### src/rtl/tdm_tx_pkg.sv
package tdm_tx_pkg;

  // Data delay codes in bit periods; code 3 folds onto the longest delay
  typedef enum logic [1:0] {
    DLY_NONE = 2'd0,
    DLY_ONE  = 2'd1,
    DLY_TWO  = 2'd2
  } dly_e;

  function automatic logic [1:0] fold_delay(input logic [1:0] code);
    return (code > 2'(DLY_TWO)) ? 2'(DLY_TWO) : code;
  endfunction

  // Slot-start event passed from framer to shifter
  typedef struct packed {
    logic load;
    logic [7:0] idx;
  } slot_evt_t;

endpackage

### src/rtl/tdm_tx_clkdiv.sv
module tdm_tx_clkdiv #(
  parameter int DIV = 5
) (
  input  logic clk,
  input  logic rst_n,
  input  logic run_i,
  output logic tick_o,
  output logic sclk_o
);
  localparam int DIV_E = (DIV < 2) ? 2 : DIV;
  localparam int CW    = $clog2(DIV_E);
  localparam int HALF  = DIV_E / 2;

  logic [CW-1:0] cnt_q;

  always_ff @(posedge clk or negedge rst_n) begin
    if (!rst_n)                        cnt_q <= '0;
    else if (!run_i)                   cnt_q <= '0;
    else if (cnt_q == CW'(DIV_E - 1))  cnt_q <= '0;
    else                               cnt_q <= cnt_q + 1'b1;
  end

  // tick marks the last clock of a bit period; sclk falls right after it
  assign tick_o = run_i && (cnt_q == CW'(DIV_E - 1));
  assign sclk_o = run_i && (cnt_q >= CW'(HALF));
endmodule

### src/rtl/tdm_tx_framer.sv
module tdm_tx_framer
  import tdm_tx_pkg::*;
#(
  parameter int W         = 32,
  parameter int MAX_SLOTS = 4,
  localparam int SW = (MAX_SLOTS > 1) ? $clog2(MAX_SLOTS) : 1,
  localparam int BW = $clog2(W),
  localparam int PW = BW + SW
) (
  input  logic          clk,
  input  logic          rst_n,
  input  logic          run_i,
  input  logic          tick_i,
  input  logic [SW:0]   num_slots_i,
  input  logic [1:0]    delay_i,
  output logic          fsync_o,
  output logic          slot_load_o,
  output logic [SW-1:0] slot_idx_o
);
  logic          running_q, dstart_q;
  logic [PW:0]   fpos_q, fpos_n, dpos_n, frame_len, dly;
  logic [SW:0]   ns_eff;

  always_comb begin
    if (num_slots_i == '0)                          ns_eff = (SW+1)'(1);
    else if (num_slots_i > (SW+1)'(MAX_SLOTS))      ns_eff = (SW+1)'(MAX_SLOTS);
    else                                            ns_eff = num_slots_i;
    frame_len = {ns_eff, {BW{1'b0}}};
    dly       = (PW+1)'(fold_delay(delay_i));
    if (!running_q)                          fpos_n = '0;
    else if (fpos_q == frame_len - 1'b1)     fpos_n = '0;
    else                                     fpos_n = fpos_q + 1'b1;
    // data position trails the frame position by the delay
    if (fpos_n >= dly) dpos_n = fpos_n - dly;
    else               dpos_n = fpos_n + frame_len - dly;
  end

  always_ff @(posedge clk or negedge rst_n) begin
    if (!rst_n) begin
      running_q <= 1'b0;
      dstart_q  <= 1'b0;
      fpos_q    <= '0;
    end else if (!run_i) begin
      running_q <= 1'b0;
      dstart_q  <= 1'b0;
      fpos_q    <= '0;
    end else if (tick_i) begin
      running_q <= 1'b1;
      fpos_q    <= fpos_n;
      if (dpos_n == '0) dstart_q <= 1'b1;
    end
  end

  assign slot_load_o = tick_i && (dpos_n[BW-1:0] == '0) && ((dpos_n == '0) || dstart_q);
  assign slot_idx_o  = dpos_n[PW-1:BW];
  assign fsync_o     = running_q && (fpos_q < (PW+1)'(W));
endmodule

### src/rtl/tdm_tx_shifter.sv
module tdm_tx_shifter #(
  parameter int W         = 32,
  parameter int MAX_SLOTS = 4,
  localparam int SW = (MAX_SLOTS > 1) ? $clog2(MAX_SLOTS) : 1
) (
  input  logic                 clk,
  input  logic                 rst_n,
  input  logic                 run_i,
  input  logic                 tick_i,
  input  logic                 slot_load_i,
  input  logic [SW-1:0]        slot_idx_i,
  input  logic [MAX_SLOTS-1:0] slot_mask_i,
  input  logic [W-1:0]         word_i,
  input  logic                 word_valid_i,
  output logic                 word_ready_o,
  output logic                 sdata_o,
  output logic                 drive_o,
  output logic                 underrun_o
);
  logic [W-1:0] hold_q, sh_q;
  logic         full_q, drive_q, urun_q;
  logic         act, take, accept;

  always_comb begin
    act = 1'b0;
    for (int s = 0; s < MAX_SLOTS; s++)
      if (slot_idx_i == SW'(s)) act = slot_mask_i[s];
    take   = slot_load_i && act && full_q;
    accept = word_valid_i && !full_q;
  end

  // holding register: one deep, kept across disable
  always_ff @(posedge clk or negedge rst_n) begin
    if (!rst_n) begin
      full_q <= 1'b0;
      hold_q <= '0;
    end else if (take) begin
      full_q <= 1'b0;
    end else if (accept) begin
      full_q <= 1'b1;
      hold_q <= word_i;
    end
  end

  always_ff @(posedge clk or negedge rst_n) begin
    if (!rst_n) begin
      sh_q    <= '0;
      drive_q <= 1'b0;
      urun_q  <= 1'b0;
    end else if (!run_i) begin
      sh_q    <= '0;
      drive_q <= 1'b0;
    end else if (slot_load_i) begin
      drive_q <= act;
      sh_q    <= take ? hold_q : '0;
      if (act && !full_q) urun_q <= 1'b1;
    end else if (tick_i) begin
      sh_q <= {sh_q[W-2:0], 1'b0};
    end
  end

  assign word_ready_o = !full_q;
  assign sdata_o      = drive_q && sh_q[W-1];
  assign drive_o      = drive_q;
  assign underrun_o   = urun_q;
endmodule

### src/rtl/tdm_tx.sv
module tdm_tx #(
  parameter int W         = 32,
  parameter int MAX_SLOTS = 4,
  parameter int DIV       = 5,
  localparam int SW = (MAX_SLOTS > 1) ? $clog2(MAX_SLOTS) : 1
) (
  input  logic                 clk,
  input  logic                 rst_n,
  input  logic                 en_i,
  input  logic [SW:0]          num_slots_i,
  input  logic [MAX_SLOTS-1:0] slot_mask_i,
  input  logic [1:0]           delay_i,
  input  logic                 hiz_idle_i,
  input  logic [W-1:0]         word_i,
  input  logic                 word_valid_i,
  output logic                 word_ready_o,
  output logic                 sclk_o,
  output logic                 fsync_o,
  output logic                 sdata_o,
  output logic                 sdata_oe_o,
  output logic                 underrun_o
);
  logic          tick, slot_load, drive;
  logic [SW-1:0] slot_idx;

  tdm_tx_clkdiv #(.DIV(DIV)) u_div (
    .clk(clk), .rst_n(rst_n), .run_i(en_i), .tick_o(tick), .sclk_o(sclk_o)
  );

  tdm_tx_framer #(.W(W), .MAX_SLOTS(MAX_SLOTS)) u_frm (
    .clk(clk), .rst_n(rst_n), .run_i(en_i), .tick_i(tick),
    .num_slots_i(num_slots_i), .delay_i(delay_i), .fsync_o(fsync_o),
    .slot_load_o(slot_load), .slot_idx_o(slot_idx)
  );

  tdm_tx_shifter #(.W(W), .MAX_SLOTS(MAX_SLOTS)) u_shf (
    .clk(clk), .rst_n(rst_n), .run_i(en_i), .tick_i(tick),
    .slot_load_i(slot_load), .slot_idx_i(slot_idx), .slot_mask_i(slot_mask_i),
    .word_i(word_i), .word_valid_i(word_valid_i), .word_ready_o(word_ready_o),
    .sdata_o(sdata_o), .drive_o(drive), .underrun_o(underrun_o)
  );

  assign sdata_oe_o = drive || !hiz_idle_i;
endmodule

### config.mk
export PLATFORM = sky130hd
export DESIGN_NAME = tdm_tx
export DESIGN_NICKNAME = d
export VERILOG_FILES = /design/src/rtl/tdm_tx_pkg.sv /design/src/rtl/tdm_tx_clkdiv.sv /design/src/rtl/tdm_tx_framer.sv /design/src/rtl/tdm_tx_shifter.sv /design/src/rtl/tdm_tx.sv
export SDC_FILE = /design/constraint.sdc
export NUM_CORES = 1
export LEC_CHECK = 0
export ABC_AREA = 1
export BUFFER_PORTS_ARGS = -buffer_cell sky130_fd_sc_hd__buf_2
export CAP_MARGIN = 5
export CELL_PAD_IN_SITES_DETAIL_PLACEMENT = 1
export CELL_PAD_IN_SITES_GLOBAL_PLACEMENT = 1
export CORE_MARGIN = 1
export CORE_UTILIZATION = 44
export CTS_BUF_LIST = sky130_fd_sc_hd__clkbuf_16
export CTS_CLUSTER_SIZE = 16
export DETAILED_ROUTE_END_ITERATION = 10
export PLACE_DENSITY = 0.88
export SLEW_MARGIN = 30
export SYNTH_ARGS = -nofsm -noshare
export SYNTH_HDL_FRONTEND = slang
export SYNTH_SLANG_ARGS = --single-unit
export TNS_END_PERCENT = 20
### constraint.sdc
create_clock -name clk -period 4.85 [get_ports clk]
set_clock_uncertainty 0.1 [all_clocks]
set_input_delay 0.485 -clock clk [delete_from_list [all_inputs] [get_ports clk]]
set_output_delay 0.485 -clock clk [all_outputs]
set_load 0.01 [all_outputs]
==> reports/qor.txt, run 1 <==
YS warnings = 0
DRC viols = 0
Area post-placement = 5030 um^2
Worst-path clk slew = 0.06 ns
Critical path fanouts, max = 16
Remaining antenna violation count = 0
Final Critical Period = 4.50 ns
WL per Instance = 17.0 um
Critical path's largest stage delay = 0.52 ns
Largest net degree at the start of global routing = 81
CP top delay family = simple AND/OR/NAND/NOR gates
Final instance area = 5390 um^2
Share of post-route cells with drive strength above 1 = 22.7%
CTS tree = built
Peak Freq = 222 MHz
Final hold violations = 0
Ports = 52
Yosys cell types = 39
Final setup TNS = 0 ns
Final period util = 92.7%
Placed cells = 734
Post-CTS Hold Buffers = 0
Post-synthesis register bit count = 80
Hold Crit Class = primary input to async pin
Initial core utilization = 45.2%
Grt ovf = 0
VDD IR max = 280 uV
Core footprint = 10300 um^2
Skew-Pair Late Insertion Delay = 0.33 ns
Die span in x = 105 um
Vias per cell = 5.37
CTS max path bufs = 2
Die ar. = 11000 um^2
CP arrival = 4.66 ns
Synthesized cell area = 4670 um^2
Drt pass-1 iters = 4
Fill count = 1274
Via count = 4037
First-pass GRT wire length = 21400 um
GPL Wtd Cong = 0.868
Critical path class = primary input to register
Post-synthesis sequential area ratio = 42.9%
Most used cell, CP = nand2_1
Status = finished, final reports clean
RSZ-0062 raised after global routing = no
Static leakage = 2.90 nW
Total CTS buffers = 9
Average cell area after synthesis = 8.29 um^2
DR iter-0 viols = 192
Overall power = 1.81 mW
Pwr/cell area = 336 nW/um^2
Fin nets = 681
Critical Path Source Type = primary input
CTS H-tree depth = 3
Area growth syn-to-layout = 15.5%
# setup viols final = 0
Post-Syn Nets = 631
Ant diodes = 0
# rows = 37
WL final = 12800 um
Port-buffer cells = 51
Initial antenna violation count = 0
Worst path buffer plus inverter count = 5
Pins Over Slew Limit = 0
Critical Path Sink Type = register
Crit-path slowest cell = fa_2
Non-Filler Instances = 752
Total GRT Usage = 24.6%
Worst Path Required = 5.01 ns
Post-synthesis cell count = 563
Tightest Pin Transition = 0.735 ns
Root buffer cell = clkbuf_16
Worst hold slack = 0.0611 ns
Hpwl dp = 8470 um
Rel. slew slack = 51.0%
Clk sinks = 80
Max-Cap Viols = 0
Die height = 105 um
Vias in the first global route = 4396
[sequential cells by signal, summed over array words and instances, names as in the netlist]
signal,count
u_shf.underrun_o,1
u_div.cnt_q,3
u_frm.fpos_q,8
u_frm.dstart_q,1
u_shf.sh_q,32
u_shf.drive_o,1
u_shf.full_q,1
u_frm.running_q,1
u_shf.hold_q,32
[cell type report]
type	count	area, um^2	area share [%]
clock buffer	9	225	4.18
clock inverter	5	75.1	1.39
inverter	55	213	3.94
multi-input combinational	406	2340	43.4
sequential	80	2000	37.1
tap	136	170	3.15
timing repair buffer	61	365	6.77
[path summary, 6_finish.rpt]
check	from	endpoint	slack [ns]	cells after the start
setup / recovery	num_slots_i[2]	u_shf.sh_q[6]	0.35	30
hold / removal	rst_n	u_shf.hold_q[28]	0.06	1
setup reg to reg	u_frm.fpos_q[1]	u_shf.sh_q[6]	0.45	26
hold reg to reg	u_shf.underrun_o	u_shf.underrun_o	0.37	1
max in group asynchronous	rst_n	u_frm.fpos_q[0]	4.05	1
min in group clk	word_i[17]	u_shf.hold_q[17]	0.28	2
[routing by layer]
layer  track usage, %  vias up  wire length [um]
met5                0        -                 0
met4             11.5        0               413
met3             3.99       32               346
met2             43.5       82              6700
met1             29.0     2008              5330
li1                 -     1915                 -
[logic make-up (layout without fill, tap and decap cells)]
group	after synthesis	count (layout)	synth area share, %
muxes	32	32	7.72
AOI/OAI and AO/OA	22	22	2.81
xor gates and xnor gates	7	7	1.31
and+or+nand+nor	323	323	31.7
DFF	80	80	42.9
adders and majority gates	22	22	6.22
buffers and inverters	77	130	7.37
[what timing repair did]
action                                  CTS  global route
endpoints found under the setup margin    0            34
resized for setup                         0            13
buffers inserted                          0             4
[Yosys cell counts]
cell / number / area [um^2]
a21boi_1: 1 / 7.51
a21oi_1: 7 / 35.0
a22o_1: 1 / 8.76
buf_1: 3 / 11.3
buf_2: 6 / 30.0
buf_4: 4 / 30.0
buf_6: 4 / 45.0
clkbuf_1: 5 / 18.8
clkinv_1: 1 / 3.75
dfrtp_1: 80 / 2000
fa_1: 2 / 40.0
ha_1: 20 / 250
inv_1: 48 / 180
inv_2: 5 / 18.8
inv_4: 1 / 6.26
mux2_2: 32 / 360
nand2_1: 218 / 818
nand2_2: 8 / 50.1
nand2_4: 1 / 11.3
nand3_1: 19 / 95.1
nand3_2: 1 / 10.0
nand3_4: 3 / 52.6
nand3b_1: 2 / 15.0
nand4_1: 38 / 238
nor2_1: 20 / 75.1
nor2_2: 3 / 18.8
nor2_4: 4 / 45.0
nor2_8: 1 / 20.0
nor3_1: 2 / 10.0
nor4_1: 1 / 6.26
nor4b_1: 1 / 8.76
o211ai_1: 1 / 7.51
o21ai_0: 3 / 15.0
o21ai_1: 1 / 5.00
o21bai_1: 2 / 15.0
o22ai_1: 6 / 37.5
or2_0: 1 / 6.26
xnor2_1: 4 / 35.0
xor2_1: 3 / 26.3
[where the power goes]
group / internal (mW) / switching, mW / total, mW
Sequential: 0.770 / 0.0745 / 0.845
Combinational: 0.128 / 0.142 / 0.271
Clock: 0.441 / 0.254 / 0.695
[cell usage in the layout, fill, tap and decap left out, types with 3 or more instances in the layout]
cell and n:
nand2_1 218, dfrtp_1 80, buf_2 50, inv_1 48, nand4_1 38, mux2_2 32, nand3_1 19, ha_1 19
nor2_1 18, clkbuf_16 9, nand2_2 8, buf_4 7, inv_2 6, a21oi_1 6, o22ai_1 6, nor2_2 5
nor2_4 4, xnor2_1 4, xor2_1 3, nand3_4 3, o21ai_0 3
[metrics by stage]
step / util, % / worst slack, ns
6_report: 52.2 / 0.352
5_1_grt: 52.2 / 0.0124
4_1_cts: 51.6 / 0.134
3_5_place_dp: 48.7 / -0.136
3_3_place_gp: 48.6 / 0.265
2_1_floorplan: - / 0.747
(Power assumes the default switching activity.)
==> run 2: changes to the inputs <==
==> constraint.sdc (replaced) <==
create_clock -name clk -period 4.85 [get_ports clk]
set_clock_uncertainty 0.1 [all_clocks]
set_input_delay 0.7275 -clock clk [delete_from_list [all_inputs] [get_ports clk]]
set_output_delay 0.7275 -clock clk [all_outputs]
set_load 0.01 [all_outputs]
==> reports/qor.txt, run 2 (synthesis results as in run 1) <==
Commonest non-fill, non-tap cell in the layout = nand2_1 (unchanged)
Via count = 4230 (was 4037)
Ports = 52 (unchanged)
Final hold violations = 0 (unchanged)
Largest net degree at the start of global routing = 81 (unchanged)
Core footprint = 10300 um^2 (unchanged)
Ant diodes = 0 (unchanged)
CP arrival = 4.87 ns (was 4.66 ns)
Root buffer cell = clkbuf_16 (unchanged)
DRC viols = 0 (unchanged)
Hold Crit Class = primary input to async pin (unchanged)
Final Critical Period = 4.70 ns (was 4.50 ns)
Total CTS buffers = 9 (unchanged)
Post-layout util = 53.5% (was 52.2%)
Status = finished, final reports clean (unchanged)
Initial antenna violation count = 0 (unchanged)
CTS max path bufs = 2 (unchanged)
WL final = 14800 um (was 12800 um)
# setup viols final = 0 (unchanged)
Grt ovf = 0 (unchanged)
Pwr/cell area = 328 nW/um^2 (was 336 nW/um^2)
Die ar. = 11000 um^2 (unchanged)
Vias in the first global route = 4379 (was 4396)
Share of post-route cells with drive strength above 1 = 24.3% (was 22.7%)
Vias per cell = 5.56 (was 5.37)
Initial core utilization = 45.2% (unchanged)
Remaining antenna violation count = 0 (unchanged)
Worst hold slack = 0.305 ns (was 0.0611 ns)
Critical Path Sink Type = register (unchanged)
Drt pass-1 iters = 4 (unchanged)
Skew-Pair Late Insertion Delay = 0.34 ns (was 0.33 ns)
Clk sinks = 80 (unchanged)
Most used cell, CP = nand2_1 (unchanged)
CTS tree = built (unchanged)
Final period util = 97.0% (was 92.7%)
R2R depth = 27 (was 26)
Hpwl dp = 8330 um (was 8470 um)
Fill count = 1249 (was 1274)
# rows = 37 (unchanged)
Most frequent cells in the layout = nand2_1, dfrtp_1, buf_2, inv_1, nand4_1 (unchanged)
Fin nets = 688 (was 681)
Worst Path Required = 5.02 ns (was 5.01 ns)
Final setup TNS = 0 ns (unchanged)
Registers with the most flip-flops = u_shf.hold_q (32), u_shf.sh_q (32), u_frm.fpos_q (8) (unchanged)
Die span in x = 105 um (unchanged)
Tightest Pin Transition = 0.753 ns (was 0.735 ns)
Total GRT Usage = 23.9% (was 24.6%)
FF-to-FF setup slack = 0.41 ns (was 0.45 ns)
Critical path class = primary input to register (unchanged)
WL per Instance = 19.5 um (was 17.0 um)
Max-Cap Viols = 0 (unchanged)
Static leakage = 2.95 nW (was 2.90 nW)
Critical path fanouts, max = 8 (was 16)
Crit-path slowest cell = fa_2 (unchanged)
Port-buffer cells = 51 (unchanged)
Peak Freq = 213 MHz (was 222 MHz)
Pins Over Slew Limit = 0 (unchanged)
Overall power = 1.81 mW (about the same)
CTS H-tree depth = 3 (unchanged)
Die height = 105 um (unchanged)
Area growth syn-to-layout = 18.2% (was 15.5%)
GPL Wtd Cong = 0.854 (was 0.868)
Post-CTS Hold Buffers = 0 (unchanged)
VDD IR max = 198 uV (was 280 uV)
Critical Path Source Type = primary input (unchanged)
Critical path's largest stage delay = 0.35 ns (was 0.52 ns)
DR iter-0 viols = 284 (was 192)
Rel. slew slack = 49.8% (was 51.0%)
First-pass GRT wire length = 20900 um (was 21400 um)
Worst-path clk slew = 0.06 ns (about the same)
[run 2: cell types whose count changed in the layout (fill, tap and decap cells not counted), moves of 2 or more]
cell	change
buf_4	+2
clkbuf_16	+3
inv_6	+2
inv_2	+2
inv_1	-2
[run 2: final timing paths]
kind / from / end
worst max-delay path: num_slots_i[2] / u_shf.sh_q[4]
worst min-delay path: rst_n / u_shf.hold_q[29]
worst max register to register: u_frm.fpos_q[1] / u_shf.sh_q[4]
worst min register to register: u_div.cnt_q[0] / u_div.cnt_q[0]
max in group asynchronous: rst_n / u_shf.sh_q[28]
min in group clk: u_div.cnt_q[0] / u_div.cnt_q[0]
[run 2: critical path, delay by kind of cell]
kind	cells	cell delay (ns)
XOR/XNOR	1	0.23
adder cells (fa/ha/maj)	4	1.17
AND/OR/NAND/NOR	19	2.03
buffers and inverters	7	0.68
[run 2: cell type report]
class	count	area [um^2]	area share, %
multi-input cells	406	2350	42.6
clock buffers	9	225	4.08
clock inverters	7	70.1	1.27
well taps	136	170	3.08
flip-flops and latches	80	2000	36.3
repair buffers	67	475	8.61
inverters	55	219	3.97
repair inverters	1	8.76	0.159
[run 2: power breakdown]
part	switching, mW	internal (mW)	leakage (nW)
sequential	0.0720	0.770	1.04
clock	0.288	0.399	0.138
combinational	0.154	0.129	1.77
total	0.514	1.30	2.95
[run 2: through the flow]
stage,cell area [um^2],worst slack (ns),cells
final,5520,0.148,761
after detailed placement,5060,-0.102,735
after CTS,5350,0.175,751
after floorplan,4670,0.504,563
after global routing,5520,-0.142,761
after global placement,5050,0.156,735
[run 2: per-layer routing]
metal  vias up  GRT usage, %  part of all wire, %
li1       1933             -                    -
met1      2133          27.8                   40
met2       131          43.4                   54
met3        33          4.93                  4.0
met4         0          8.25                  2.6
met5         -             0                    0
[run 2: repair_timing]
item	CTS	global route
setup endpoints to repair	0	35
resized for setup	0	14
hold endpoints to repair	0	0
setup buffers	0	6
